### config.mk
export PLATFORM = sky130hd
export DESIGN_NAME = wdt_freq_guard
export DESIGN_NICKNAME = d
export VERILOG_FILES = /design/src/rtl/wdt_pkg.sv /design/src/rtl/wdt_timeout_ctr.sv /design/src/rtl/wdt_rst_stretch.sv /design/src/rtl/wdt_freq_route.sv /design/src/rtl/wdt_freq_guard.sv
export SDC_FILE = /design/constraint.sdc
export NUM_CORES = 1
export LEC_CHECK = 0
export BUFFER_PORTS_ARGS = -buffer_cell sky130_fd_sc_hd__buf_2
export CAP_MARGIN = 30
export CORE_ASPECT_RATIO = 2
export CORE_MARGIN = 4
export CORE_UTILIZATION = 60
export CTS_CLUSTER_SIZE = 8
export DETAILED_ROUTE_END_ITERATION = 6
export PLACE_DENSITY_LB_ADDON = 0.25
export SYNTH_ARGS = -nofsm -noshare
export SYNTH_HDL_FRONTEND = slang
export SYNTH_SLANG_ARGS = --single-unit
### constraint.sdc
create_clock -name clk -period 5.5 [get_ports clk]
set_input_delay 0.55 -clock clk [delete_from_list [all_inputs] [get_ports clk]]
set_output_delay 0.55 -clock clk [all_outputs]
set_load 0.02 [all_outputs]
### src/rtl/wdt_pkg.sv
package wdt_pkg;

    typedef logic [3:0] tsel_t;
    typedef logic [3:0] fcode_t;

    localparam tsel_t TSEL_OFF  = 4'h0;
    localparam tsel_t TSEL_FAST = 4'h1;

    // Per-cycle decisions of the timeout counter
    typedef struct packed {
        logic restart;
        logic advance;
        logic expire;
    } wdt_evt_t;

    // Limit in ticks for a timeout code; 0 means disabled
    function automatic int unsigned timeout_ticks(tsel_t sel, int unsigned tps,
                                                  int unsigned fast);
        if (sel == TSEL_OFF)  return 0;
        if (sel == TSEL_FAST) return fast;
        return 2 * int'(sel) * tps;
    endfunction

endpackage

### src/rtl/wdt_timeout_ctr.sv
module wdt_timeout_ctr
    import wdt_pkg::*;
#(
    parameter int unsigned TICKS_PER_SEC = 1000,
    parameter int unsigned FAST_TICKS    = 10,
    parameter int unsigned CNT_W         = 15
) (
    input  logic  clk,
    input  logic  rst,
    input  logic  ms_tick,
    input  tsel_t tmo_sel,
    input  logic  reload,
    output logic  expire,
    output logic  alarm
);
    logic [CNT_W-1:0] cnt;
    logic [CNT_W-1:0] limit;
    tsel_t            tsel_q;
    logic             reload_q;
    wdt_evt_t         evt;

    always_comb begin
        limit       = CNT_W'(timeout_ticks(tmo_sel, TICKS_PER_SEC, FAST_TICKS));
        evt.restart = (tmo_sel != tsel_q) || (reload && !reload_q);
        evt.advance = (tmo_sel != TSEL_OFF) && !alarm && ms_tick && !evt.restart;
        evt.expire  = evt.advance && (cnt == limit - CNT_W'(1));
    end

    assign expire = evt.expire;

    always_ff @(posedge clk) begin
        if (rst) begin
            cnt      <= '0;
            tsel_q   <= TSEL_OFF;
            reload_q <= 1'b0;
            alarm    <= 1'b0;
        end else begin
            tsel_q   <= tmo_sel;
            reload_q <= reload;
            if (tmo_sel == TSEL_OFF) begin
                alarm <= 1'b0;
                cnt   <= '0;
            end else if (evt.restart) begin
                cnt <= '0;
            end else if (evt.expire) begin
                alarm <= 1'b1;
                cnt   <= '0;
            end else if (evt.advance) begin
                cnt <= cnt + CNT_W'(1);
            end
        end
    end
endmodule

### src/rtl/wdt_rst_stretch.sv
module wdt_rst_stretch #(
    parameter int unsigned RESET_TICKS = 3,
    localparam int unsigned RW = $clog2(RESET_TICKS + 1)
) (
    input  logic clk,
    input  logic rst,
    input  logic ms_tick,
    input  logic fire,
    output logic sys_rst_n
);
    logic [RW-1:0] left;

    always_ff @(posedge clk) begin
        if (rst)
            left <= '0;
        else if (fire)
            left <= RW'(RESET_TICKS);
        else if (ms_tick && left != '0)
            left <= left - RW'(1);
    end

    assign sys_rst_n = (left == '0);
endmodule

### src/rtl/wdt_freq_route.sv
module wdt_freq_route
    import wdt_pkg::*;
(
    input  logic   clk,
    input  logic   rst,
    input  logic   expire,
    input  logic   alarm,
    input  logic   recover_sw,
    input  logic   fs_override,
    input  fcode_t strap_code,
    input  fcode_t sw_code,
    output logic   revert_pulse,
    output fcode_t freq_code
);
    fcode_t fallback;

    always_ff @(posedge clk) begin
        if (rst) begin
            fallback     <= '0;
            revert_pulse <= 1'b0;
        end else begin
            revert_pulse <= expire;
            if (expire)
                fallback <= recover_sw ? sw_code : strap_code;
        end
    end

    always_comb begin
        if (alarm)
            freq_code = fallback;
        else if (fs_override)
            freq_code = sw_code;
        else
            freq_code = strap_code;
    end
endmodule

### src/rtl/wdt_freq_guard.sv
module wdt_freq_guard
    import wdt_pkg::*;
#(
    parameter int unsigned TICKS_PER_SEC      = 1000,
    parameter int unsigned FAST_TIMEOUT_TICKS = 10,
    parameter int unsigned RESET_TICKS        = 3
) (
    input  logic       clk,
    input  logic       rst,
    input  logic       ms_tick,
    input  logic [3:0] tmo_sel,
    input  logic       reload,
    input  logic       recover_sw,
    input  logic       fs_override,
    input  logic [3:0] strap_code,
    input  logic [3:0] sw_code,
    output logic       alarm,
    output logic       sys_rst_n,
    output logic       revert_pulse,
    output logic [3:0] freq_code
);
    localparam int unsigned LONGEST = 30 * TICKS_PER_SEC;
    localparam int unsigned MAX_T   = (LONGEST > FAST_TIMEOUT_TICKS) ? LONGEST
                                                                     : FAST_TIMEOUT_TICKS;
    localparam int unsigned CNT_W   = $clog2(MAX_T + 1);

    logic expire;

    wdt_timeout_ctr #(
        .TICKS_PER_SEC(TICKS_PER_SEC),
        .FAST_TICKS   (FAST_TIMEOUT_TICKS),
        .CNT_W        (CNT_W)
    ) u_ctr (
        .clk    (clk),
        .rst    (rst),
        .ms_tick(ms_tick),
        .tmo_sel(tmo_sel),
        .reload (reload),
        .expire (expire),
        .alarm  (alarm)
    );

    wdt_rst_stretch #(.RESET_TICKS(RESET_TICKS)) u_rst (
        .clk      (clk),
        .rst      (rst),
        .ms_tick  (ms_tick),
        .fire     (expire),
        .sys_rst_n(sys_rst_n)
    );

    wdt_freq_route u_route (
        .clk         (clk),
        .rst         (rst),
        .expire      (expire),
        .alarm       (alarm),
        .recover_sw  (recover_sw),
        .fs_override (fs_override),
        .strap_code  (strap_code),
        .sw_code     (sw_code),
        .revert_pulse(revert_pulse),
        .freq_code   (freq_code)
    );
endmodule

# Word-level counts from Yosys, hierarchy flattened

Index checks and enable logic that the tools add are counted.

Eq/ne operators: 3
Reductions and logical operators: 18
$lt $le $gt $ge: 0
$mul: 1
Divide/modulo/power cells: 0
Shift-type cells: 0
Multiplexer cells: 11
Bitwise gates (word level): 1
$add $sub $neg: 3

Operators with widths:

| operator                                                              | count |
|---|---|
| 15-bit two-way mux                                                    | 2 |
| 4-bit two-way mux                                                     | 4 |
| 15-bit by 1-bit adder with 15-bit output (second input constant)      | 1 |
| 15-bit == test                                                        | 1 |
| 15-bit by 1-bit subtractor with 15-bit output (second input constant) | 1 |
| 4-bit by 7-bit multiplier with 11-bit output (second input constant)  | 1 |
| 1-bit logical AND                                                     | 6 |
| 4-bit by 1-bit == test with 1-bit output (second input constant)      | 1 |
| 4-bit logical NOT                                                     | 1 |
| 2-bit two-way mux                                                     | 2 |
| 4-bit != test                                                         | 1 |
| 2-bit nonzero test                                                    | 2 |
| 4-bit nonzero test                                                    | 1 |
| 4-bit OR reduction                                                    | 1 |
| 1-bit logical NOT                                                     | 3 |
| 1-bit two-way mux                                                     | 3 |
| 2-bit logical NOT                                                     | 1 |
| 2-bit AND reduction                                                   | 1 |
| 2-bit OR reduction                                                    | 1 |
| 2-bit by 1-bit subtractor with 2-bit output (second input constant)   | 1 |
| 1-bit logical OR                                                      | 1 |
| 1-bit inverter                                                        | 1 |

Latch bits: 0
Bits in registers: 28
Memories kept: 0
Bits of input ports: 18
Bits in read-only memories: 0
Logic and storage cells: 44
Bits in writable memories: 0
Output and inout port bits: 7

# Logic depth before layout (Yosys ltp)

Gate-level depths: netlist of the first run.

Word-level depth: 9
Mapped depth: 16
Depth with buffers taken out: 14

# Modules after synthesis

Synthesis of the first run repeated with hierarchy kept, for this count alone.

Cells, all modules: 309
Area, all modules: 2661.3 um^2

Modules (own cells, without submodules):

| module          | cells each | area each (um^2) | instances | sequential area each (um^2) |
|---|---|---|---|---|
| wdt_timeout_ctr | 264        | 2258.4           | 1         | 420.4 |
| wdt_freq_route  | 33         | 287.8            | 1         | 100.1 |
| wdt_rst_stretch | 12         | 115.1            | 1         | 40.0 |

# Least setup slack after synthesis of the first run

Ideal clock, no wire load.

Path kind: in2reg
Start point: in tmo_sel[1]
End point: reg u_ctr.cnt[1]
Path slack: 1.481 ns
Library setup time: 0.062 ns
Data arrival time: 3.957 ns
Path buffers: 1
Stages: 13
Required time: 5.438 ns
Cells stage by stage: fa_1 -> fa_1 -> ha_1 -> xor2_1 -> or4_4 -> a21oi_4 -> o21ai_0 -> a211oi_2 -> nor3_1 -> o211a_1 -> a31o_4 -> buf_12 -> nor2_4

Cells in the longest elaborated chain, start to end: 9
Elaborated cells on any way between the ends: 20
Those cells by class: add/sub: 1; mul: 1; eq/ne: 3; mux: 6; reduce/logical: 9

RTL lines:

| item                                                                                  | line                  | text |
|---|---|---|
| from (decl)                                                                           | wdt_freq_guard.sv:11  | `input logic [3:0] tmo_sel,` |
| branches (longest 9 deep; another with 15-bit by 1-bit subtractor with 15-bit output) | n/a                   |  |
| to (signal assigned)                                                                  | wdt_timeout_ctr.sv:49 | `cnt <= cnt + CNT_W'(1);` |
| to (decl)                                                                             | wdt_timeout_ctr.sv:16 | `logic [CNT_W-1:0] cnt;` |

Several ways; the timed one is not identified. The select of a mux whose other input is x is not followed.
A chain may end at the register's enable or synchronous reset.

# Worst setup path after layout of the first run

Start point: in tmo_sel[1]
End point: reg u_ctr.cnt[9]

Same word-level chain as after synthesis.

==> results of run 1 <==
## cells by family after synthesis
| logic type | Yosys count | synth area share, % |
|---|---|---|
| compound gates | 67 | 19.20 |
| buf+inv | 26 | 4.416 |
| flops | 28 | 21.51 |
| simple gates | 108 | 24.29 |
| mux | 10 | 4.033 |
| fa+ha+maj | 27 | 14.98 |
| xor+xnor | 32 | 11.57 |
## metal layers
metal | vias up | share of wire (%)
li1 | 1115 | -
met1 | 1034 | 36
met2 | 55 | 57
met3 | 21 | 2.6
met4 | 0 | 4.1
met5 | - | 0
## metrics by stage
stage	setup slack [ps]	cell area (um^2)	hold WS [ps]
2_1_floorplan	1481	2606	422.6
6_report	1189	2819	455.3
5_1_grt	876.8	2819	492.9
4_1_cts	1207	2819	457.8
3_3_place_gp	1024	2748	433.1
3_5_place_dp	930.9	2748	443.4
## synth_stat cells, types with 3 or more instances
master    count  area share (%)
o41ai_1       4             1.3
xnor2_1      11             3.7
a211oi_1      5             1.4
and2_1        5             1.2
ha_1         20             9.6
o21ai_0      13             2.5
xor2_1       19             6.4
a21oi_1      13             2.5
nor4_1        7             1.7
nand2_1      18             2.6
nor3_1        6             1.2
dfxtp_1      28              22
nor2_4       10             4.3
nor2b_1       6             1.4
o21a_1        3            0.86
mux2_2        4             1.7
nand3_1       9             1.7
nand4_1       6             1.4
clkbuf_1      4            0.58
mux2i_1       6             2.3
fa_1          7             5.4
nor2_1       22             3.2
inv_1        19             2.7
and3_1        5             1.2
## worst paths after layout
check | start | depth (start not counted) | endpoint
worst min register to register | u_route.fallback[2] | 2 | u_route.fallback[2]
worst max-delay path | tmo_sel[1] | 13 | u_ctr.cnt[9]
worst max register to register | u_ctr.tsel_q[0] | 8 | u_route.fallback[1]
worst min-delay path | u_route.fallback[2] | 2 | u_route.fallback[2]
## power breakdown
| part | internal (mW) | switching (mW) |
|---|---|---|
| Sequential | 0.207 | 0.00211 |
| Clock | 0.0975 | 0.0671 |
| Combinational | 0.113 | 0.170 |
| Total | 0.417 | 0.240 |
## worst max-delay path: stages
cell	delay (ps)
buf_2	170
fa_1	690
fa_1	460
ha_1	380
a211oi_2	320
or2_1	220
nor2_1	60
a211oi_1	450
a211oi_2	100
nor3_1	310
o211a_1	240
a31o_4	410
nor2_1	90
## area by class of cell
type,count,area (um^2)
Clock buffer,3,41.29
Clock inverter,1,30.03
Fill cell,354,1351
Inverter,19,71.32
Multi-Input combinational cell,244,1931
Sequential cell,28,560.5
Tap cell,52,65.06
Timing Repair Buffer,24,120.1
## flip-flops by register name, indices dropped and copies added (netlist names)
name                  flops
u_route.revert_pulse      1
u_rst.left                2
u_ctr.tsel_q              4
u_ctr.reload_q            1
u_route.fallback          4
u_ctr.cnt                15
u_ctr.alarm               1
## layout by cell type (no fill, tap or decap), drive strengths merged, types with 4 or more instances in the layout
master / Yosys / layout
fa: 7 / 7
o21ai: 15 / 15
nor2b: 6 / 6
nor2: 32 / 32
a211oi: 7 / 7
inv: 19 / 19
buf: 3 / 24
mux2i: 6 / 6
xnor2: 12 / 12
mux2: 4 / 4
and3: 5 / 5
and2: 6 / 6
dfxtp: 28 / 28
nand2: 18 / 18
a21oi: 14 / 14
o41ai: 4 / 4
nand3: 9 / 9
ha: 20 / 20
nand4: 6 / 6
nor4: 7 / 7
xor2: 19 / 19
nor3: 7 / 7
==> impl_metrics.py, run 1 <==
metrics = {
    "power_and_ir_drop": {
        "ir_drop_mv": 0.2066,
        "p_leak_nw": 1.106,
        "finalPower_uw": 657.1,
        "powerDensity_nw_per_um2": 233.1,
    },
    "synth": {
        "syn_avg_cell_area_um2": 8.746,
        "synth_area_um2": 2606,
        "synthArstFlopShare_pct": 0,
        "yosysWarnings": 0,
        "synth_nets": 343,
        "yosys.cell_types.count": 63,
        "synth-main-ff-cell": "dfxtp_1",
        "synth_seq_cells": 28,
        "synth_edf_count": 0,
        "ys_seq_area_share_pct": 21.51,
        "netlist_instances": 298,
    },
    "global_routing": {
        "grt_pass1_wl_um": 9653,
        "met2_usage_pct": 43.70,
        "met1_usage_pct": 22.89,
        "track_usage_pct": 23.33,
        "grt_max_degree": 17,
        "antenna_found_initial": 0,
        "grt.busiest_layer": "met2",
        "grtUsageMet3_pct": 2.209,
        "grt_pass1_vias": 2232,
        "grt-ovfl-total": 0,
    },
    "placed_design": {
        "globalplace.congestion": 0.9112,
        "dp_cells": 367,
        "io_buffers": 24,
        "hpwl_um": 4901,
    },
    "flow_run": {
        "cap_violations": 0,
    },
    "timing": {
        "setup_tns_ps": 0,
        "setup_viol": 0,
        "slew_headroom_pct": 55.70,
        "worst_pin_slew_ps": 660.1,
        "period_minus_slack_ps": 4311,
        "max_freq_mhz": 231.9,
        "slew_violations": 0,
        "hold_viol": 0,
        "grt_setup_unrepaired": "false",
        "period_share_pct": 78.39,
        "skew_ps": 5.081,
    },
    "die": {
        "dieArea_um2": 5526,
        "rows": 33,
        "core-area_um2": 4170,
        "start_util_pct": 62.50,
        "die_h_um": 101.2,
        "ios": 25,
        "die-width_um": 54.61,
    },
    "layout": {
        "antennaDiodeCount": 0,
        "layout.cells.non_filler": 371,
        "drive_gt1_share_pct": 17.24,
        "final_nets": 365,
        "utilization_pct": 67.60,
        "area_growth_pct": 8.161,
    },
    "clock_network": {
        "path_clk_slew_ps": 100,
        "clock_latency_ps": 280,
        "cts.sinks": 28,
        "cts_setup_buffers": 0,
        "cts_resized": 0,
        "cts-root-buf": "clkbuf_8",
        "clockBufferDepth": 2,
        "ctsHtreeMaxLevel": 1,
        "cts_tree": "yes",
        "cts_buffers": 3,
        "hold_buffers": 0,
    },
    "drt": {
        "drt_iter0_drc": 48,
        "num_vias": 2225,
        "drc": 0,
        "avgViaCountPerCell": 5.997,
        "wl_per_cell_um": 16.12,
        "drt-pass1-iter-count": 5,
        "wl_um": 5980,
        "postRouteAntennaNets": 0,
    },
    "critical_path": {
        "end_kind": "flip-flop",
        "start_kind": "input port",
        "path_class": "input port to flip-flop",
        "crit_arrival_ps": 4470,
        "required_ps": 5660,
        "critPathMaxFanout": 15,
        "r2r_setup_slack_ps": 2960,
    },
    "outcome": {
        "status": "complete, no violations",
    },
    "min_path": {
        "hold_path.class": "flip-flop to flip-flop",
    },
}
Power figures use the tool's default switching activity.
==> run 2, diff against run 1 <==
Settings changed: ABC_AREA set to 1, CORE_UTILIZATION 60 to 54.
Clock period 5.5 ns to 3.8 ns, I/O delays scaled along.
==> impl_metrics.py, run 2 <==
metrics = {
    "clock_network": {
        "cts-root-buf": "clkbuf_8",
        "clockBufferDepth": 2,
        "cts_buffers": 3,
        "path_clk_slew_ps": 100,
        "ctsHtreeMaxLevel": 1,
        "cts.sinks": 28,
        "cts_tree": "yes",
        "hold_buffers": 0,
        "clock_latency_ps": 280,
    },
    "drt": {
        "wl_um": 6527,
        "wl_per_cell_um": 12.34,
        "num_vias": 2752,
        "drt_iter0_drc": 119,
        "drt-pass1-iter-count": 5,
        "avgViaCountPerCell": 5.202,
        "postRouteAntennaNets": 0,
        "drc": 0,
    },
    "timing": {
        "setup_viol": 0,
        "grt_setup_unrepaired": "false",
        "worst_pin_slew_ps": 377.7,
        "skew_ps": 7.651,
        "period_minus_slack_ps": 3436,
        "slew_headroom_pct": 74.63,
        "period_share_pct": 90.42,
        "max_freq_mhz": 291.0,
        "hold_viol": 0,
        "slew_violations": 0,
        "setup_tns_ps": 0,
        "setup_ws_ps": 364.0,
    },
    "critical_path": {
        "path_class": "input port to flip-flop",
        "critPathMaxFanout": 15,
        "start_kind": "input port",
        "r2r_setup_slack_ps": 1770,
        "end_kind": "flip-flop",
        "required_ps": 3980,
        "crit_arrival_ps": 3610,
    },
    "power_and_ir_drop": {
        "p_leak_nw": 1.515,
        "finalPower_uw": 941.9,
        "ir_drop_mv": 0.2134,
        "powerDensity_nw_per_um2": 318.6,
    },
    "layout": {
        "antennaDiodeCount": 0,
        "largest_reg_flops": 15,
        "final_nets": 518,
        "drive_gt1_share_pct": 8.898,
        "top_regs": "u_ctr.cnt x15, u_ctr.tsel_q x4, u_route.fallback x4",
        "layout_commonest_cell": "nand2_1",
        "area_growth_pct": 9.856,
        "regMostFlops": "u_ctr.cnt",
        "nFillCells": 521,
        "mostFrequentLayoutCells": "nand2_1 (130), nor2_1 (70), inv_1 (64)",
    },
    "global_routing": {
        "antenna_found_initial": 0,
        "met1_usage_pct": 21.15,
        "track_usage_pct": 22.74,
        "met2_usage_pct": 45.87,
        "grt_pass1_wl_um": 11230,
        "grtUsageMet3_pct": 2.281,
        "grt-ovfl-total": 0,
        "grt.busiest_layer": "met2",
        "grt_max_degree": 17,
        "grt_pass1_vias": 2741,
    },
    "synth": {
        "synth_adder_area_share_pct": 14.50,
        "synthArstFlopShare_pct": 0,
        "synth_top_family_by_area": "simple AND/OR/NAND/NOR gates",
        "netlist_instances": 445,
        "synth_seq_cells": 28,
        "synth_xor_area_share_pct": 5.207,
        "synth_edf_count": 0,
        "synth_nets": 490,
        "synth-compound-area-share_pct": 7.299,
        "yosys.cell_types.count": 29,
        "syn_avg_cell_area_um2": 6.048,
        "yosysWarnings": 0,
        "yosys.area.top_type": "dfxtp_1",
        "netlist_top_cells_area": "dfxtp_1 (21%), nand2_1 (18%), nor2_1 (9.8%), ha_1 (9.3%), inv_1 (8.9%)",
        "synth_most_common_cell": "nand2_1",
        "synth-main-ff-cell": "dfxtp_1",
        "synth_mux_area_share_pct": 0,
        "netlist.area_leader.share_pct": 20.83,
        "synth_area_um2": 2691,
        "synth-simple-area-share_pct": 41.84,
        "synthTopCellsByCount": "nand2_1 (130), nor2_1 (70), inv_1 (64)",
        "ys_seq_area_share_pct": 20.83,
    },
    "placed_design": {
        "io_buffers": 24,
        "pre_cts_slack_ps": 23.68,
        "hpwl_um": 5392,
        "globalplace.congestion": 0.9412,
    },
    "die": {
        "dieArea_um2": 6246,
        "ios": 25,
        "start_util_pct": 55.32,
        "die_h_um": 107.8,
        "rows": 36,
        "core-area_um2": 4865,
        "die-width_um": 57.92,
    },
    "flow_run": {
        "cap_violations": 0,
    },
    "min_path": {
        "hold_path.class": "input port to flip-flop",
    },
    "outcome": {
        "status": "complete, no violations",
    },
}
## run 2: cell types whose count changed in the layout (fill, tap and decap cells not counted), moves of 6 or more
cell and delta:
nand2_1 +112, nor2_1 +48, inv_1 +45, nand3_1 +32, nor2_4 -10, xnor2_1 -8
mux2i_1 -6, nor2b_1 -6, o21ai_0 +6, xor2_1 -6
## run 2: area by class of cell
cell class | count | area (um^2) | area share [%]
Clock buffer | 3 | 41.29 | 1.397
Sequential cell | 28 | 560.5 | 18.96
Inverter | 66 | 247.7 | 8.379
Clock inverter | 1 | 30.03 | 1.016
Tap cell | 57 | 71.32 | 2.412
Multi-Input combinational cell | 346 | 1856 | 62.76
Timing Repair Buffer | 28 | 150.1 | 5.078
## run 2: per-layer routing
| layer | vias to the layer above | wire length [um] |
|---|---|---|
| li1 | 1452 | - |
| met1 | 1232 | 2434 |
| met2 | 50 | 3702 |
| met3 | 18 | 181 |
| met4 | 0 | 208 |
| met5 | - | 0 |
## run 2: kinds of logic after synthesis
| logic type | Yosys count |
|---|---|
| adders and majority gates | 27 |
| DFF | 28 |
| buffers and inverters | 71 |
| AOI/OAI and AO/OA | 38 |
| and+or+nand+nor | 265 |
| xor gates and xnor gates | 16 |
## run 2: critical path, cell delays in order
cell and delay (ps):
buf_2 150, fa_2 650, fa_1 450, ha_1 380, a21oi_1 240, nand3_1 130
nand3_1 190, nand2_1 100, inv_1 100, nand2_1 60, nand2_1 80, nand2_1 50
nand2_1 50, nand2_1 70, nor2_2 150, nand3_4 130, nand2_4 190, nor2_1 60
## run 2: path summary, 6_finish.rpt
path | from | end | cells past startpoint
worst min register to register | u_ctr.cnt[1] | u_ctr.cnt[1] | 2
worst min-delay path | reload | u_ctr.reload_q | 3
worst max-delay path | tmo_sel[1] | u_ctr.cnt[7] | 18
worst max register to register | u_ctr.cnt[4] | u_ctr.cnt[13] | 7
## run 2: metrics by stage
step	hold WS [ps]	util [%]	cell area, um^2	instances
after floorplan	463.7	-	2691	445
after global placement	487.8	59.26	2883	525
after detailed placement	488.3	59.26	2883	525
after CTS	301.9	60.73	2954	529
after global routing	321.3	60.78	2957	529
final	303.2	60.78	2957	529
## run 2: power by group
| group | switching (mW) | internal, mW | total, mW |
|---|---|---|---|
| Clock | 0.101 | 0.141 | 0.242 |
| Sequential | 0.00192 | 0.299 | 0.301 |
| Combinational | 0.256 | 0.144 | 0.399 |
## run 2: what timing repair did
item	in CTS	in global routing
hold endpoints to repair	0	0
gates resized for setup	0	1
buffers inserted	0	0
setup endpoints to repair	0	5
